File: src/rtl/fifo_reg_pkg.sv
package fifo_reg_pkg;
  localparam int unsigned WORD_W = 24;
  localparam int unsigned REG_W  = 16;
  localparam int unsigned ADDR_W = 16;
  localparam int unsigned HI_W   = WORD_W - REG_W;

  typedef enum logic [1:0] {
    SRC_NONE = 2'd0,
    SRC_BUSY = 2'd1,
    SRC_DATA = 2'd2
  } src_e;
endpackage

File: src/rtl/fifo_prio_pick.sv
module fifo_prio_pick
  import fifo_reg_pkg::*;
#(
  parameter int unsigned W = WORD_W
) (
  input  logic         hi_valid,
  input  logic [W-1:0] hi_word,
  input  logic         lo_valid,
  input  logic [W-1:0] lo_word,
  output src_e         pick,
  output logic [W-1:0] pick_word
);
  always_comb begin
    if (hi_valid) begin
      pick      = SRC_BUSY;
      pick_word = hi_word;
    end else if (lo_valid) begin
      pick      = SRC_DATA;
      pick_word = lo_word;
    end else begin
      pick      = SRC_NONE;
      pick_word = '0;
    end
  end
endmodule

File: src/rtl/offchip_fwd.sv
module offchip_fwd
  import fifo_reg_pkg::*;
#(
  parameter int unsigned W = WORD_W
) (
  input  logic         clk,
  input  logic         rst_n,
  input  logic         enable,
  input  src_e         pick,
  input  logic [W-1:0] pick_word,
  output logic         tx_valid,
  output logic [W-1:0] tx_word,
  input  logic         tx_ready,
  output logic         pop_busy,
  output logic         pop_data
);
  logic xfer;

  assign tx_valid = enable && (pick != SRC_NONE);
  assign tx_word  = tx_valid ? pick_word : '0;
  assign xfer     = tx_valid && tx_ready;
  assign pop_busy = xfer && (pick == SRC_BUSY);
  assign pop_data = xfer && (pick == SRC_DATA);

  // a forwarded word leaves only on a completed handshake
  assert_fwd_handshake_R7: assert property (@(posedge clk) disable iff (!rst_n)
    (pop_busy || pop_data) |-> (tx_valid && tx_ready && enable));
endmodule

File: src/rtl/reg_fetch.sv
module reg_fetch
  import fifo_reg_pkg::*;
#(
  parameter int unsigned  W       = WORD_W,
  parameter int unsigned  RW      = REG_W,
  parameter int unsigned  AW      = ADDR_W,
  parameter logic [AW-1:0] LO_ADDR = 16'h0012,
  parameter logic [AW-1:0] HI_ADDR = 16'h0013
) (
  input  logic          clk,
  input  logic          rst_n,
  input  logic          enable,
  input  logic          rd_en,
  input  logic [AW-1:0] rd_addr,
  input  src_e          pick,
  input  logic [W-1:0]  pick_word,
  input  logic          busy_valid,
  input  logic [W-1:0]  busy_word,
  input  logic          data_valid,
  input  logic [W-1:0]  data_word,
  output logic          rsp_valid,
  output logic [RW-1:0] rsp_data,
  output logic          pop_busy,
  output logic          pop_data
);
  localparam int unsigned UPW = W - RW;

  logic          lo_req, hi_req, lo_hit, hi_hit;
  src_e          held_src;
  src_e          hi_src;
  logic          hi_has;
  logic [W-1:0]  hi_word;

  assign lo_req = rd_en && (rd_addr == LO_ADDR);
  assign hi_req = rd_en && (rd_addr == HI_ADDR);
  assign lo_hit = lo_req && enable;
  assign hi_hit = hi_req && enable;

  always_comb begin
    hi_src = (held_src != SRC_NONE) ? held_src : pick;
    case (hi_src)
      SRC_BUSY: begin hi_has = busy_valid; hi_word = busy_word; end
      SRC_DATA: begin hi_has = data_valid; hi_word = data_word; end
      default:  begin hi_has = 1'b0;       hi_word = '0;        end
    endcase
  end

  assign pop_busy = hi_hit && hi_has && (hi_src == SRC_BUSY);
  assign pop_data = hi_hit && hi_has && (hi_src == SRC_DATA);

  always_ff @(posedge clk) begin
    if (!rst_n) begin
      held_src  <= SRC_NONE;
      rsp_valid <= 1'b0;
      rsp_data  <= '0;
    end else begin
      rsp_valid <= lo_req || hi_req;
      if (lo_hit) begin
        held_src <= pick;
        rsp_data <= pick_word[RW-1:0];
      end else if (hi_hit) begin
        held_src <= SRC_NONE;
        rsp_data <= hi_has ? {{(2*RW-W){1'b0}}, hi_word[W-1:RW]} : '0;
      end else begin
        if (!enable) held_src <= SRC_NONE;
        rsp_data <= '0;
      end
    end
  end

  // a low-register read never removes a word
  assert_low_no_pop_R2: assert property (@(posedge clk) disable iff (!rst_n)
    lo_req |-> !(pop_busy || pop_data));
  // the high read answers with a zero upper byte
  assert_high_upper_zero_R3: assert property (@(posedge clk) disable iff (!rst_n)
    hi_req |=> (rsp_data[RW-1:UPW] == '0));
  // a register pop only takes a word that exists
  assert_pop_has_word_R3: assert property (@(posedge clk) disable iff (!rst_n)
    (pop_busy -> busy_valid) && (pop_data -> data_valid));
  // with the mode off, register reads answer zero
  assert_off_reads_zero_R7: assert property (@(posedge clk) disable iff (!rst_n)
    (rd_en && !enable) |=> (rsp_data == '0));
  // responses only follow a request to one of the two registers
  assert_rsp_follows_req_R9: assert property (@(posedge clk) disable iff (!rst_n)
    !(lo_req || hi_req) |=> !rsp_valid);
endmodule

File: src/rtl/ctrl_fifo_reader.sv
module ctrl_fifo_reader
  import fifo_reg_pkg::*;
#(
  parameter int unsigned   W       = WORD_W,
  parameter int unsigned   RW      = REG_W,
  parameter int unsigned   AW      = ADDR_W,
  parameter logic [AW-1:0] LO_ADDR = 16'h0012,
  parameter logic [AW-1:0] HI_ADDR = 16'h0013
) (
  input  logic          clk,
  input  logic          rst_n,
  input  logic          readout_via_ctrl,
  input  logic          rd_en,
  input  logic [AW-1:0] rd_addr,
  output logic          rsp_valid,
  output logic [RW-1:0] rsp_data,
  input  logic          busy_valid,
  input  logic [W-1:0]  busy_word,
  output logic          busy_pop,
  input  logic          data_valid,
  input  logic [W-1:0]  data_word,
  output logic          data_pop,
  output logic          tx_valid,
  output logic [W-1:0]  tx_word,
  input  logic          tx_ready
);
  src_e         pick;
  logic [W-1:0] pick_word;
  logic         reg_pop_busy, reg_pop_data, fwd_pop_busy, fwd_pop_data;

  fifo_prio_pick #(.W(W)) u_pick (
    .hi_valid (busy_valid),
    .hi_word  (busy_word),
    .lo_valid (data_valid),
    .lo_word  (data_word),
    .pick     (pick),
    .pick_word(pick_word)
  );

  reg_fetch #(.W(W), .RW(RW), .AW(AW), .LO_ADDR(LO_ADDR), .HI_ADDR(HI_ADDR)) u_fetch (
    .clk       (clk),
    .rst_n     (rst_n),
    .enable    (readout_via_ctrl),
    .rd_en     (rd_en),
    .rd_addr   (rd_addr),
    .pick      (pick),
    .pick_word (pick_word),
    .busy_valid(busy_valid),
    .busy_word (busy_word),
    .data_valid(data_valid),
    .data_word (data_word),
    .rsp_valid (rsp_valid),
    .rsp_data  (rsp_data),
    .pop_busy  (reg_pop_busy),
    .pop_data  (reg_pop_data)
  );

  offchip_fwd #(.W(W)) u_fwd (
    .clk      (clk),
    .rst_n    (rst_n),
    .enable   (!readout_via_ctrl),
    .pick     (pick),
    .pick_word(pick_word),
    .tx_valid (tx_valid),
    .tx_word  (tx_word),
    .tx_ready (tx_ready),
    .pop_busy (fwd_pop_busy),
    .pop_data (fwd_pop_data)
  );

  assign busy_pop = readout_via_ctrl ? reg_pop_busy : fwd_pop_busy;
  assign data_pop = readout_via_ctrl ? reg_pop_data : fwd_pop_data;

  // at most one FIFO is popped per cycle
  assert_single_pop_R4: assert property (@(posedge clk) disable iff (!rst_n)
    !(busy_pop && data_pop));
  // the stream never takes a data word while a busy word waits
  assert_busy_first_R4: assert property (@(posedge clk) disable iff (!rst_n)
    (!readout_via_ctrl && data_pop) |-> !busy_valid);
  // nothing is offered off chip in register mode
  assert_no_tx_in_reg_mode_R8: assert property (@(posedge clk) disable iff (!rst_n)
    readout_via_ctrl |-> !tx_valid);
endmodule

File: config.mk
export PLATFORM = sky130hd
export DESIGN_NAME = ctrl_fifo_reader
export DESIGN_NICKNAME = d
export VERILOG_FILES = /design/src/rtl/fifo_reg_pkg.sv /design/src/rtl/fifo_prio_pick.sv /design/src/rtl/offchip_fwd.sv /design/src/rtl/reg_fetch.sv /design/src/rtl/ctrl_fifo_reader.sv
export SDC_FILE = /design/constraint.sdc
export NUM_CORES = 1
export LEC_CHECK = 0
export BUFFER_PORTS_ARGS = -buffer_cell sky130_fd_sc_hd__buf_2
export CELL_PAD_IN_SITES_DETAIL_PLACEMENT = 1
export CELL_PAD_IN_SITES_GLOBAL_PLACEMENT = 1
export CORE_UTILIZATION = 25
export DETAILED_ROUTE_END_ITERATION = 7
export PLACE_DENSITY_LB_ADDON = 0.15
export REMOVE_ABC_BUFFERS = 1
export SYNTH_ARGS = -nofsm -noshare
export SYNTH_HDL_FRONTEND = slang
export SYNTH_SLANG_ARGS = --single-unit
File: constraint.sdc
create_clock -name clk -period 3.03 [get_ports clk]
set_input_delay 0 -clock clk [delete_from_list [all_inputs] [get_ports clk]]
set_output_delay 0 -clock clk [all_outputs]
set_load 0.01 [all_outputs]
# Yosys cells after proc, flatten, opt, wreduce, memory -nomap -nowiden
# Cells that the tools add are included.
# totals
register_bits	19
latchBits	0
mem_bits_rw	0
romBits	0
in_bits	71
output_inout_bits	44
wordCells	41
memories	0
# op_classes
addsub	0
multipliers	0
n_div	0
magnitude_cmp	0
n_eq_ne	7
shift	0
muxes	16
bitwise_logic	0
n_reduce_logical	15
# ops
operator	count
two-way mux 24 bit	3
case mux 24 bit (2 select lines)	1
== test 16 x 5 -> 1 bit, second input constant	2
two-way mux 16 bit	2
two-way mux 2 bit	6
logical AND 1 bit	11
two-way mux 8 bit	1
== test 2 x 1 -> 1 bit, second input constant	2
== test 2 bit, second input constant	2
nonzero test 2 bit	2
inequality test 3 x 1 -> 1 bit, second input constant	1
two-way mux 1 bit	2
case mux 1 bit (2 select lines)	1
zero test 1 bit	1
logical OR 1 bit	1

# Longest topological paths before layout
# depth
word_depth	8
ltp_mapped	10
mapped_depth_nobuf	7

# Modules after synthesis
# From an unflattened synthesis, not the netlist that was laid out.
# unflattened
cells_unflattened	152
area_unflattened_um2	1530.2
# modules_own_cells
module	n_inst	cells_each	area_each_um2	seq_area_each_um2
reg_fetch	1	78	857.1	380.4
offchip_fwd	1	36	360.3	0.0
fifo_prio_pick	1	35	286.5	0.0
ctrl_fifo_reader	1	3	26.3	0.0

# Least setup slack after synthesis
# Ideal clock, no wire load.
# synth_path
path_kind	input -> register
startpoint	input port busy_valid
endpoint	register u_fetch.rsp_data[0]
setup_time_ps	93
arrival_ps	1841
path_slack_ps	1096
cell_stages	10
path_buffers	4
cell_sequence	clkbuf_1 > buf_1 > a21oi_1 > inv_1 > ha_1 > clkbuf_1 > a22oi_1 > or3_1 > clkbuf_1 > o32ai_1
# synth_via
elab_chain_len	7
word_cells_on_any_way	10
cone_classes	eq/ne: 2; mux: 8
# synth_rtl
item	line_no	source
start: declaration	ctrl_fifo_reader.sv:17	input logic busy_valid,
two-way mux 2 bit	fifo_prio_pick.sv:14	if (hi_valid) begin
two-way mux 2 bit	reg_fetch.sv:40	hi_src = (held_src != SRC_NONE) ? held_src : pick;
== test 2 bit / == test 2 x 1 -> 1 bit (equally long branches)	reg_fetch.sv:41	case (hi_src)
case mux 24 bit (2 select lines) / case mux 1 bit (2 select lines) (equally long branches)	reg_fetch.sv:41	
two-way mux 8 bit	reg_fetch.sv:63	rsp_data <= hi_has ? {{(2*RW-W){1'b0}}, hi_word[W-1:RW]} : '0;
two-way mux 16 bit	reg_fetch.sv:61	end else if (hi_hit) begin
two-way mux 16 bit (*)	reg_fetch.sv:58	if (lo_hit) begin
end signal: assignment	reg_fetch.sv:60	rsp_data <= pick_word[RW-1:0];
end signal: assignment	reg_fetch.sv:63	
end: declaration	reg_fetch.sv:22	output logic [RW-1:0] rsp_data,
# Every way passes the cells marked *; elsewhere a longest branch is shown, timed or not.
# A chain may end at the register's enable or synchronous reset.

# Final worst setup path
# layout_path
startpoint	register u_fetch.held_src[0]
endpoint	output port data_pop
# layout_via
elab_chain_len	7
word_cells_on_any_way	8
cone_classes	eq/ne: 2; mux: 3; reduce/logical: 3
# layout_rtl
item	line_no	source
start: declaration	reg_fetch.sv:29	src_e held_src;
start signal: assignment	reg_fetch.sv:59	held_src <= pick;
nonzero test 2 bit	reg_fetch.sv:40	
two-way mux 2 bit (*)	reg_fetch.sv:40	
== test 2 bit / == test 2 x 1 -> 1 bit (equally long branches)	reg_fetch.sv:41, reg_fetch.sv:49	
case mux 1 bit (2 select lines)	reg_fetch.sv:41	
logical AND 1 bit	reg_fetch.sv:49	assign pop_data = hi_hit && hi_has && (hi_src == SRC_DATA);
logical AND 1 bit (*)	reg_fetch.sv:49	
two-way mux 1 bit (*)	ctrl_fifo_reader.sv:72	assign data_pop = readout_via_ctrl ? reg_pop_data : fwd_pop_data;
end: declaration	ctrl_fifo_reader.sv:22	output logic data_pop,
# Marks and branches as above.

==> run metrics <==
status=complete, no violations; share of cells above drive strength 1=47.7%; Max Cap Violations=0; Yosys warning total=0; # hold bufs at CTS=0; Compound-Gate Fraction of Synth Area=30.8%; DRT Pass-1 Iters=4; Max VDD drop=129 uV; post-CTS sizing=0; Simple-Gate Fraction of Synth Area=28.5%; H-Tree Depth=1; Syn Area/Cell=7.86 um^2; crit path kind=flop to primary output; endpoints failing hold=0; Adder-Cell Fraction of Synth Area=2.04%; largest family of logic cells by synthesized area=compound AO/OA/AOI/OAI gates; DR DRC count=0; Worst-Skew Late Latency=0.25 ns; initial DRC count=50; Netlist cell types=30; final wirelength=4.56 mm; vias in the first global route=1561; CTS tree=done; P&R area growth vs syn=52.0%; post-CTS setup repair buffer count=0; ys async rst share=0%; worst path arrival time=2.16 ns; unrepaired setup endpoints after global routing=false; total track usage=17.3%; Slew @ Worst Pin=0.735 ns; Post-Syn Instances=156; GRT overflow=0; Top FF cell, synth=dfxtp_1; clk buf depth=2; clock skew=0.00495 ns; Die H=72.0 um; post-synthesis xor/xnor area fraction=0%; Tcrit/Tclk final=71.4%; #FFs+latches synth=19; Die ar.=5190 um^2; storage element area=380 um^2; Final Max Tran Viols=0; minimum clock period=2.16 ns; final instance area=1860 um^2; Post-synth EDFFs=0; worst min path class=primary input to flop; final layout net count=332; largest net degree at the start of global routing=33; Starting Density=26.0%; vias per cell=5.00; post-synth top area share=31.0%; Cell Pwr Density=312 nW/um^2; Routed Antenna Nets=0; area occupied by multi-input gates=754 um^2; global-route wire length before repair=7.13 mm; mapped cell area=1230 um^2; chip width=72.0 um; post-synthesis mux area share=0%; Num CTS Buffers=3; number of port buffers=114; synth top area cells=dfxtp_1 (31%), a22oi_1 (15%), nor2_1 (8.3%); Slew headroom=50.9%; via count=1626; Max FO, Critical Path=10; post-DP HPWL=3.63 mm; Metal-1 WL=2.02 mm; n_diodes=0; Fillers=609; reg2reg setup slack=1.08 ns; Finish-stage setup viols=0; Ports=115; wire length per cell=14.0 um; cell area after placement=1820 um^2; core area=4720 um^2; DR WL met3=332 um; Crit-path slowest cell=nor4_1; met2 wire len=2.17 mm; crit-path cells=o21ai_0, ha_1, a22oi_1, nor4_1, a31o_2, buf_2; Pleak=0.000925 uW; Fin Setup TNS=0 ns; top sig layer=met4; final std cells w/o fill=325; Clock Sink Count=19; Clock Root Buffer=clkbuf_8; Max Freq=462 MHz; clk slew on worst S/H paths=0.07 ns; register area share after synthesis=31.0%; WP data required=3.03 ns; placed cells=321; # rows=25; initial antenna violation count=0; Placer Congestion=0.738; kind of end point of the critical path=primary output; Yosys top cell by area=dfxtp_1; CP Launch Type=flop; max incr delay on CP=0.43 ns
critical path, delay by kind of cell (launching register included):
family / cells / cell delay [ns]
AND/OR/NAND/NOR: 1 / 0.43
AO/OA/AOI/OAI: 3 / 0.62
flip-flops: 1 / 0.33
buffers and inverters: 1 / 0.12
adder cells (fa/ha/maj): 1 / 0.42
placed cells by master, fill, tap and decap left out, types with 2 or more instances in the layout:
cell type  Yosys  routed
a22o_1         8       8
nor2_1        27      27
inv_1          4       4
or4_1          2       2
clkbuf_8       0       3
a22oi_1       24      24
nor4_1        10      10
nand2b_1       2       2
nand3_1       10      10
o2111ai_1      2       2
nand2_1        5       5
buf_2          3     114
ha_1           2       2
a31o_2         2       2
dfxtp_1       19      19
a21oi_1        2       2
o32ai_1        8       8
buf_4          2       2
cells in the mapped netlist, drive strengths merged (2+ instances only):
| cell | count |
|---|---|
| o32ai | 8 |
| nand2 | 5 |
| clkbuf | 12 |
| nor2 | 27 |
| nor4 | 11 |
| a22o | 8 |
| a31o | 2 |
| or4 | 2 |
| nand2b | 2 |
| a21oi | 2 |
| nand3 | 10 |
| ha | 2 |
| dfxtp | 19 |
| a22oi | 24 |
| o2111ai | 2 |
| buf | 6 |
| inv | 4 |
registers in the layout (all words and copies together), names as in the netlist:
signal	flops
u_fetch.held_src	2
u_fetch.rsp_data	16
u_fetch.rsp_valid	1
kinds of logic (layout without fill, tap and decap cells):
kind of cell | count (synthesis) | in the layout
adder cells (fa/ha/maj) | 2 | 2
flip-flops | 19 | 19
buffers and inverters | 22 | 124
AO/OA/AOI/OAI | 48 | 48
AND/OR/NAND/NOR | 65 | 65
metrics by stage:
step	worst slack [ns]	power [uW]	hold WS [ns]	utilization, %
final	0.866	581	0.0304	39.5
after global routing	0.685	617	0.0344	39.5
after CTS	0.880	588	0.0272	39.5
after detailed placement	0.865	414	0.302	38.5
after global placement	0.965	413	0.294	38.5
after floorplan	1.40	319	0.0475	-
per-layer routing:
layer	vias up	track usage (%)
li1	805	-
met1	743	21.3
met2	76	30.9
met3	2	3.19
met4	0	4.58
met5	-	0
worst paths after layout:
path	startpoint	end	cells after the start
min	rst_n	u_fetch.held_src[1]$_SDFFE_PN0P_	3
max	u_fetch.held_src[0]$_SDFFE_PN0P_	data_pop	6
min reg2reg	u_fetch.held_src[1]$_SDFFE_PN0P_	u_fetch.held_src[1]$_SDFFE_PN0P_	2
max reg2reg	u_fetch.held_src[0]$_SDFFE_PN0P_	u_fetch.rsp_data[0]$_SDFF_PN0_	5
report_power, final:
part | switching [uW] | leakage (uW) | internal [uW]
Combinational | 84.2 | 0.000749 | 72.8
Sequential | 0.000142 | 0.000153 | 250
Clock | 81.3 | 0.0000228 | 93.3
Total | 166 | 0.000925 | 416
area by class of cell:
| cell class | count | share of cell area, % |
|---|---|---|
| timing repair buffer | 116 | 31.4 |
| multi-input combinational | 115 | 40.5 |
| tap | 67 | 4.50 |
| clock buffer | 4 | 2.42 |
| sequential | 19 | 20.4 |
| inverter | 4 | 0.805 |
Power figures use the tool's default switching activity.
